[src/rtl/wsm_pkg.sv]
package wsm_pkg;

  localparam logic [5:0] OPC_UU = 6'b111100;
  localparam logic [5:0] OPC_SS = 6'b111101;
  localparam logic [5:0] OPC_SU = 6'b111110;
  localparam logic [5:0] OPC_US = 6'b111111;

  localparam logic [2:0] SRC_VV = 3'b000;
  localparam logic [2:0] SRC_VX = 3'b100;

  typedef enum logic [1:0] {
    RND_NEAR_UP   = 2'b00,
    RND_NEAR_EVEN = 2'b01,
    RND_TRUNC     = 2'b10,
    RND_JAM_ODD   = 2'b11
  } wsm_rnd_e;

  typedef struct packed {
    logic use_scalar;
    logic a_signed;
    logic b_signed;
    logic subtract;
    logic sat_signed;
    logic illegal;
  } wsm_ctrl_t;

endpackage

[src/rtl/wsm_decode.sv]
module wsm_decode
  import wsm_pkg::*;
(
  input  logic [5:0] op_code,
  input  logic [2:0] src_code,
  output wsm_ctrl_t  ctrl
);

  always_comb begin
    ctrl = '0;
    case (src_code)
      SRC_VV:  ctrl.use_scalar = 1'b0;
      SRC_VX:  ctrl.use_scalar = 1'b1;
      default: ctrl.illegal    = 1'b1;
    endcase
    case (op_code)
      OPC_UU: begin
        ctrl.a_signed   = 1'b0;
        ctrl.b_signed   = 1'b0;
        ctrl.subtract   = 1'b0;
        ctrl.sat_signed = 1'b0;
      end
      OPC_SS: begin
        ctrl.a_signed   = 1'b1;
        ctrl.b_signed   = 1'b1;
        ctrl.subtract   = 1'b0;
        ctrl.sat_signed = 1'b1;
      end
      OPC_SU: begin
        ctrl.a_signed   = 1'b0;
        ctrl.b_signed   = 1'b1;
        ctrl.subtract   = 1'b1;
        ctrl.sat_signed = 1'b1;
      end
      OPC_US: begin
        ctrl.a_signed   = 1'b1;
        ctrl.b_signed   = 1'b0;
        ctrl.subtract   = 1'b1;
        ctrl.sat_signed = 1'b1;
        if (src_code == SRC_VV) ctrl.illegal = 1'b1;
      end
      default: ctrl.illegal = 1'b1;
    endcase
  end

endmodule

[src/rtl/wsm_scale.sv]
module wsm_scale
  import wsm_pkg::*;
#(
  parameter int SEW = 8
) (
  input  logic [SEW-1:0]      a_elem,
  input  logic [SEW-1:0]      b_elem,
  input  logic                a_signed,
  input  logic                b_signed,
  input  wsm_rnd_e            rnd,
  output logic [2*SEW+1:0]    scaled
);

  localparam int PW = 2 * SEW + 2;
  localparam int SH = SEW / 2;

  logic        [SEW:0]  a_ext;
  logic        [SEW:0]  b_ext;
  logic signed [PW-1:0] prod;
  logic signed [PW-1:0] kept;
  logic                 kept_lsb;
  logic                 half_bit;
  logic                 below_half;
  logic                 inc;

  always_comb begin
    a_ext      = {a_signed & a_elem[SEW-1], a_elem};
    b_ext      = {b_signed & b_elem[SEW-1], b_elem};
    prod       = $signed(a_ext) * $signed(b_ext);
    kept       = prod >>> SH;
    kept_lsb   = prod[SH];
    half_bit   = prod[SH-1];
    below_half = |prod[SH-2:0];
    case (rnd)
      RND_NEAR_UP:   inc = half_bit;
      RND_NEAR_EVEN: inc = half_bit & (below_half | kept_lsb);
      RND_TRUNC:     inc = 1'b0;
      RND_JAM_ODD:   inc = ~kept_lsb & (half_bit | below_half);
      default:       inc = 1'b0;
    endcase
    scaled = kept + {{(PW-1){1'b0}}, inc};
  end

endmodule

[src/rtl/wsm_satacc.sv]
module wsm_satacc #(
  parameter int WW = 16
) (
  input  logic [WW-1:0] acc,
  input  logic [WW+1:0] addend,
  input  logic          subtract,
  input  logic          sat_signed,
  output logic [WW-1:0] sum_out,
  output logic          clamped
);

  localparam int SW = WW + 3;

  logic [SW-1:0] acc_ext;
  logic [SW-1:0] add_ext;
  logic [SW-1:0] sum;
  logic          neg;
  logic          hi_any;
  logic          hi_all;

  always_comb begin
    acc_ext = {{3{sat_signed & acc[WW-1]}}, acc};
    add_ext = {addend[WW+1], addend};
    sum     = subtract ? (acc_ext - add_ext) : (acc_ext + add_ext);
    neg     = sum[SW-1];
    sum_out = sum[WW-1:0];
    clamped = 1'b0;
    if (sat_signed) begin
      hi_any = |sum[SW-2:WW-1];
      hi_all = &sum[SW-2:WW-1];
      if (!neg && hi_any) begin
        sum_out = {1'b0, {(WW-1){1'b1}}};
        clamped = 1'b1;
      end else if (neg && !hi_all) begin
        sum_out = {1'b1, {(WW-1){1'b0}}};
        clamped = 1'b1;
      end
    end else begin
      hi_any = |sum[SW-2:WW];
      hi_all = 1'b0;
      if (neg) begin
        sum_out = '0;
        clamped = 1'b1;
      end else if (hi_any) begin
        sum_out = '1;
        clamped = 1'b1;
      end
    end
  end

endmodule

[src/rtl/wsm_top.sv]
module wsm_top
  import wsm_pkg::*;
#(
  parameter int SEW  = 8,
  parameter int XLEN = 32
) (
  input  logic              clk,
  input  logic              rst_n,
  input  logic              in_valid,
  input  logic [5:0]        op_code,
  input  logic [2:0]        src_code,
  input  logic [1:0]        round_mode,
  input  logic [SEW-1:0]    vs2_elem,
  input  logic [SEW-1:0]    vs1_elem,
  input  logic [XLEN-1:0]   scalar,
  input  logic [2*SEW-1:0]  acc_in,
  output logic              out_valid,
  output logic [2*SEW-1:0]  result,
  output logic              sat,
  output logic              illegal
);

  localparam int WW = 2 * SEW;
  localparam int PW = WW + 2;

  // reset synchronizer: asserts at once, releases after two edges
  logic [1:0] rst_pipe;
  logic       rst_sync_n;

  always_ff @(posedge clk or negedge rst_n) begin
    if (!rst_n) rst_pipe <= 2'b00;
    else        rst_pipe <= {rst_pipe[0], 1'b1};
  end
  assign rst_sync_n = rst_pipe[1];

  wsm_ctrl_t      ctrl;
  logic [SEW-1:0] b_sel;
  logic [PW-1:0]  scaled;
  logic [WW-1:0]  acc_sum;
  logic           acc_clamp;
  logic           unused_scalar_hi;

  assign unused_scalar_hi = ^scalar[XLEN-1:SEW];

  wsm_decode u_decode (
    .op_code  (op_code),
    .src_code (src_code),
    .ctrl     (ctrl)
  );

  assign b_sel = ctrl.use_scalar ? scalar[SEW-1:0] : vs1_elem;

  wsm_scale #(.SEW(SEW)) u_scale (
    .a_elem   (vs2_elem),
    .b_elem   (b_sel),
    .a_signed (ctrl.a_signed),
    .b_signed (ctrl.b_signed),
    .rnd      (wsm_rnd_e'(round_mode)),
    .scaled   (scaled)
  );

  wsm_satacc #(.WW(WW)) u_satacc (
    .acc        (acc_in),
    .addend     (scaled),
    .subtract   (ctrl.subtract),
    .sat_signed (ctrl.sat_signed),
    .sum_out    (acc_sum),
    .clamped    (acc_clamp)
  );

  logic          valid_d, valid_q;
  logic [WW-1:0] result_d, result_q;
  logic          sat_d, sat_q;
  logic          illegal_d, illegal_q;

  always_comb begin
    valid_d   = in_valid;
    illegal_d = ctrl.illegal;
    if (ctrl.illegal) begin
      result_d = acc_in;
      sat_d    = 1'b0;
    end else begin
      result_d = acc_sum;
      sat_d    = acc_clamp;
    end
  end

  always_ff @(posedge clk or negedge rst_sync_n) begin
    if (!rst_sync_n) begin
      valid_q   <= 1'b0;
      result_q  <= '0;
      sat_q     <= 1'b0;
      illegal_q <= 1'b0;
    end else begin
      valid_q <= valid_d;
      if (in_valid) begin
        result_q  <= result_d;
        sat_q     <= sat_d;
        illegal_q <= illegal_d;
      end
    end
  end

  assign out_valid = valid_q;
  assign result    = result_q;
  assign sat       = sat_q;
  assign illegal   = illegal_q;

endmodule

[config.mk]
export PLATFORM = sky130hd
export DESIGN_NAME = wsm_top
export DESIGN_NICKNAME = d
export VERILOG_FILES = /design/src/rtl/wsm_pkg.sv /design/src/rtl/wsm_decode.sv /design/src/rtl/wsm_scale.sv /design/src/rtl/wsm_satacc.sv /design/src/rtl/wsm_top.sv
export SDC_FILE = /design/constraint.sdc
export NUM_CORES = 1
export LEC_CHECK = 0
export CORE_ASPECT_RATIO = 0.8
export CORE_MARGIN = 5
export CORE_UTILIZATION = 51
export DETAILED_ROUTE_END_ITERATION = 10
export PLACE_DENSITY_LB_ADDON = 0.2
export SETUP_SLACK_MARGIN = 0.5
export SLEW_MARGIN = 30
export SYNTH_ARGS = -nofsm -noshare
export SYNTH_HDL_FRONTEND = slang
export SYNTH_SLANG_ARGS = --single-unit
[constraint.sdc]
create_clock -name clk -period 0.8 [get_ports clk]
set_input_delay 0.24 -clock clk [delete_from_list [all_inputs] [get_ports clk]]
set_output_delay 0.24 -clock clk [all_outputs]
set_load 0.01 [all_outputs]
# == Yosys cells after proc, flatten, opt, wreduce, memory -nomap -nowiden ==
# Index checks and enable logic that the tools add are counted.
# classes
n_eq_ne,8
add_sub_neg,3
n_bitwise,8
n_mul,1
n_reduce_logical,12
muxes,20
# ops
cell,n
$mux W16,6
$eq A6 B6 Y1 const B,4
$mux W19,1
$add A17 B15 Y18,1
$mul A9 B9 Y18,1
$sub A17 B15 Y18,1
$add A14 B2 Y15,1
$pmux W4 S3,1
$mux W1,9
$reduce_or A3 Y1,3
$mux W8,1
$and A1 B1 Y1,5
$eq A2 B2 Y1 const B,2
$pmux W1 S4,1
$reduce_or A2 Y1,2
$eq A3 B3 Y1 const B,1
$logic_not A3 Y1,1
$reduce_and A3 Y1,1
$eq A2 B1 Y1 const B,1
$logic_and A1 B1 Y1,2
$logic_not A1 Y1,2
$logic_not A2 Y1,1
$or A1 B1 Y1,2
$pmux W1 S2,1
$not A1 Y1,1
# totals
input_bits,78
reg_bits,21
output_inout_bits,19
elab_cells,57

# == Longest topological paths before layout ==
# depth
depth_word,19
mapped_depth,40
mapped_depth_nobuf,39

# == Hierarchy ==
# Synthesis repeated with hierarchy kept, for this count alone.
# hier_totals
cells_unflattened,745
hier_area_um2,6339.8
# modules_own_cells
module,seq_area_each_um2,n_inst,cells_each,area_each_um2
wsm_scale,0.0,1,399,3594.7
wsm_satacc,0.0,1,247,1672.9
wsm_top,525.5,1,89,1003.5
wsm_decode,0.0,1,10,68.8

# == Worst setup path before layout ==
# OpenSTA, ideal clock, no wires.
# synth_timing
path_type,input -> register
start,in src_code[1]
end,reg result_q[11] (netlist: result[11])
slack_ns,-8.713
setup_time_ns,0.123
required_ns,0.677
arrival_ns,9.390
path_stages,38
n_path_buf,2
cell_sequence,nor3b_1 -> clkbuf_1 -> mux2i_1 -> nand3b_1 -> or2_2 -> fa_1 -> fa_1 -> fa_1 -> inv_1 -> fa_1 -> inv_1 -> fa_1 -> inv_1 -> ha_1 -> o21ai_1 -> or4b_1 -> o211ai_2 -> and3_1 -> (+2 left out) -> or3_4 -> a211oi_4 -> mux2i_1 -> a22oi_1 -> xnor2_1 -> ha_1 -> a211oi_1 -> o211ai_1 -> a21oi_1 -> nor2_1 -> and4b_1 -> nor4bb_1 -> o21ai_0 -> nand4_1 -> nor2_1 -> a211oi_1 -> o211ai_1 -> o221a_2
# synth_between
elab_chain_len,18
word_cells_on_any_way,34
classes_between,3 x add/sub; 1 x mul; 1 x eq/ne; 13 x mux; 6 x bitwise; 10 x reduce/logical
# synth_lines
element,line_no,rtl
start: declaration,wsm_top.sv:11,"input logic [2:0] src_code,"
$eq A3 B3 Y1,wsm_decode.sv:11,case (src_code)
$mux W1,wsm_decode.sv:11,
$mux W8,wsm_top.sv:51,assign b_sel = ctrl.use_scalar ? scalar[SEW-1:0] : vs1_elem;
$mul A9 B9 Y18,wsm_scale.sv:29,prod = $signed(a_ext) * $signed(b_ext);
$reduce_or A3 Y1,wsm_scale.sv:33,below_half = |prod[SH-2:0];
"$or A1 B1 Y1, on equally long branches","wsm_scale.sv:38, wsm_scale.sv:36",
"$and A1 B1 Y1, on equally long branches","wsm_scale.sv:38, wsm_scale.sv:36",
$pmux W1 S4,wsm_scale.sv:34,case (rnd)
(+2 left out),n/a,
$mux W19,wsm_satacc.sv:24,sum = subtract ? (acc_ext - add_ext) : (acc_ext + add_ext);
$reduce_and A3 Y1,wsm_satacc.sv:30,hi_all = &sum[SW-2:WW-1];
$logic_not A1 Y1,wsm_satacc.sv:34,end else if (neg && !hi_all) begin
$logic_and A1 B1 Y1,wsm_satacc.sv:34,
$mux W16,wsm_satacc.sv:34,
$mux W16,wsm_satacc.sv:31,if (!neg && hi_any) begin
$mux W16,wsm_satacc.sv:28,if (sat_signed) begin
$mux W16 (*),wsm_top.sv:79,if (ctrl.illegal) begin
end signal: assignment,wsm_top.sv:97,result_q <= result_d;
end: declaration,wsm_top.sv:72,"logic [WW-1:0] result_d, result_q;"
# Mark *: on every way between the ends. The rest lies on a longest branch, timed or not.
# A chain may end at the register's enable or synchronous reset.

# == Worst setup path after layout ==
# layout_timing
start,in src_code[2]
end,reg result_q[3] (netlist: result[3])
# The elaborated chain is that of the path after synthesis.

==> impl_metrics.tcl <==
set metrics [dict create \
    holdWs_ps 132 \
    die_area_sq_mm 0.0143 \
    start_util 0.526 \
    insertion_delay_ps 270 \
    clockBufferDepth 2 \
    grt_pass1_vias 7102 \
    synth-seq-cells 21 \
    dieWidth_microns 132 \
    cts_made_buffers 3 \
    clkPwrFrac 0.026 \
    setup_viol 37 \
    ir_drop_mv 3.56 \
    max_freq_mhz 107 \
    track_usage 0.291 \
    hold_viol_final 0 \
    grt_pass1_wl_mm 34.2 \
    clk_pin_slew_ps 70 \
    crit_path_top_delay_cell "fa_1" \
    grt_remaining_overflow 0 \
    syn-cell-area_sq_mm 0.00610 \
    layout.nets 1247 \
    critPathKind "in2reg" \
    async_flop_share 1.00 \
    p_seq_frac 0.028 \
    wire_per_inst_microns 22.1 \
    synthCells 721 \
    drive_gt1_frac 0.418 \
    ys_types 84 \
    worst_setup_path_end_kind "flop" \
    die_h_microns 108 \
    internal-power_mw 21.5 \
    viasPerCell 6.28 \
    drtIter0Drc 857 \
    crit_path_start_kind "input pin" \
    combPwrFrac 0.946 \
    setup_tns_ps -147590 \
    gp_congestion 0.943 \
    drc_errors 0 \
    r2r_start "result[11]" \
    cts_tree "yes" \
    cts_max_level 1 \
    status "complete, but fails checks" \
    worstPathRequired_ps 960 \
    io_buffers 72 \
    top_level_ports 97 \
    p_leak_nw 4.65 \
    yosysSeqAreaShare 0.0861 \
    yosysTopAreaCellShare 0.233 \
    worst_pin_slew_ps 696 \
    antenna_left 0 \
    violations "setup timing" \
    reg2reg_depth 3 \
    antenna_found_initial 0 \
    hold_buffers 0 \
    synth_top_flop_cell "dfrtp_1" \
    r2r_end "result[11]" \
    use_met2 0.497 \
    yosysTopAreaCell "fa_1" \
    core_sq_mm 0.0116 \
    swShare 0.509 \
    max_stage_delay_ps 550 \
    hp-class "in2async" \
    vias 7456 \
    ff2ff_setup_slack_ps -210 \
    syn-num-nets 928 \
    rows 35 \
    fin_crit_ps 9350 \
    crit_arrival_ps 9510 \
    synth-edff-count 0 \
    cts-root-buf "clkbuf_16" \
    grtUsageMet1 0.374 \
    setup_ws_ps -8550 \
    path_common_cell "buf_6" \
    max_cap_viol_count 0 \
    power_density_mw_per_mm2 4470 \
    area_delta_synth_final_pct 60.7 \
    totalWireLength_mm 26.2 \
    yosys-top-cells-area "fa_1 (23%), ha_1 (12%), dfrtp_1 (8.6%)" \
    dr.pass1.iters 6 \
    period_share 11.7 \
    drv_slew 0 \
    clock_sinks 21 \
    rsz0062_at_grt "true" \
    fin_util 0.845 \
    busiest_layer "met2" \
    dp_cells 1105 \
    grt_max_degree 15 \
    yosysWarnings 0 \
    fin_cells 1188 \
    worst_slew_margin_rel 0.532 \
    met3_usage 0.0556 \
    fin_skew_ps 7.26 \
    p_sw_mw 22.3 \
    synth_area_per_cell_sq_um 8.47 \
    hpwl_mm 14.3 \
    critPathMaxFanout 5 \
]
## power groups by stage
stage | logic, mW | clock network, mW | registers, mW
4_1_cts | 36.2 | 1.09 | 1.21
3_5_place_dp | 31.6 | 0 | 1.25
3_3_place_gp | 30.8 | 0 | 1.24
6_report | 41.5 | 1.13 | 1.23
5_1_grt | 43.8 | 1.18 | 1.24
2_1_floorplan | 19.8 | 0 | 1.28
## area by class of cell
class	instances	area [sq um]
Tap cell	148	185
Clock buffer	4	78.8
Antenna cell	1	2.50
Sequential cell	21	529
Multi-Input combinational cell	567	5750
Timing Repair Buffer	332	2830
Fill cell	585	1800
Inverter	115	432
## registers in the layout, indices dropped and copies added, names as in the netlist
register	count
sat	1
rst_pipe	2
out_valid	1
result	16
illegal	1
## critical path, delay by kind of cell
| family | cells | cell delay (ps) |
|---|---|---|
| adder cells (fa/ha/maj) | 7 | 3050 |
| XOR/XNOR | 1 | 240 |
| AND/OR/NAND/NOR | 11 | 2540 |
| multiplexers | 3 | 590 |
| AO/OA/AOI/OAI | 9 | 1650 |
| buffers and inverters | 11 | 1170 |
## layout by cell type, fill, tap and decap left out, types with 17 or more instances in the layout
| cell type | count |
|---|---|
| buf_2 | 17 |
| nand2_1 | 56 |
| fa_1 | 66 |
| xor2_1 | 17 |
| nor2b_1 | 26 |
| buf_4 | 218 |
| clkdlybuf4s50_1 | 41 |
| xnor2_1 | 33 |
| a21oi_1 | 22 |
| buf_6 | 39 |
| nor2_1 | 34 |
| dfrtp_1 | 20 |
| ha_1 | 44 |
| inv_1 | 108 |
| o21ai_0 | 18 |
## layer usage
metal  up-vias  share of wire
met3       219           0.11
li1       3051              -
met5         -              0
met4         0          0.068
met1      3555           0.36
met2       631           0.46
## synth_stat cells, drive strengths merged (3+ instances only)
| master | n |
|---|---|
| nor2 | 41 |
| a211oi | 7 |
| nand3 | 13 |
| a2111oi | 4 |
| a21oi | 32 |
| ha | 58 |
| fa | 71 |
| nand4 | 5 |
| mux2i | 9 |
| nor3b | 6 |
| o211ai | 5 |
| o221ai | 6 |
| o21a | 5 |
| o21ai | 36 |
| nor4 | 3 |
| a31oi | 13 |
| nor3 | 8 |
| buf | 8 |
| and4 | 3 |
| or3 | 4 |
| nand2 | 60 |
| mux2 | 5 |
| inv | 115 |
| clkbuf | 9 |
| nor2b | 28 |
| and2 | 19 |
| xor2 | 21 |
| nand2b | 8 |
| xnor2 | 36 |
| a21o | 7 |
| dfrtp | 21 |
| or2 | 5 |
| nand3b | 10 |
## worst max path at each step
stage                      startpoint         end  slack [ps]  depth (start not counted)
after floorplan           src_code[2]  result[11]       -7850                         38
after detailed placement  src_code[2]  result[11]       -8830                         38
after global placement    src_code[2]  result[13]       -8290                         36
after CTS                 src_code[2]  result[11]       -7660                         39
after global routing      src_code[1]   result[3]       -8760                         45
final                     src_code[2]   result[3]       -8550                         42
## cells by family after synthesis
kind of cell | Yosys count | synth area share
simple gates | 225 | 0.200
compound gates | 139 | 0.157
buf+inv | 134 | 0.0916
fa+ha+maj | 129 | 0.352
xor+xnor | 58 | 0.0882
flops | 21 | 0.0861
mux | 14 | 0.0240
other cells | 1 | 0.000614
## what timing repair did
item / 4_1_cts / 5_1_grt
endpoints found under the hold margin: 0 / 0
endpoints found under the setup margin: 58 / 58
gates resized for setup: 218 / 68
setup buffers: 42 / 31
gates cloned: 5 / 0
pin swaps: 77 / 49
## per-stage QoR
step / power (mW) / area (sq um) / setup WS, ps
after global routing: 46.2 / 9810 / -8760
after CTS: 38.5 / 9340 / -7660
final: 43.9 / 9810 / -8550
after floorplan: 21.1 / 6200 / -7850
after global placement: 32.0 / 8340 / -8290
after detailed placement: 32.9 / 8340 / -8830
Power figures use the tool's default switching activity.
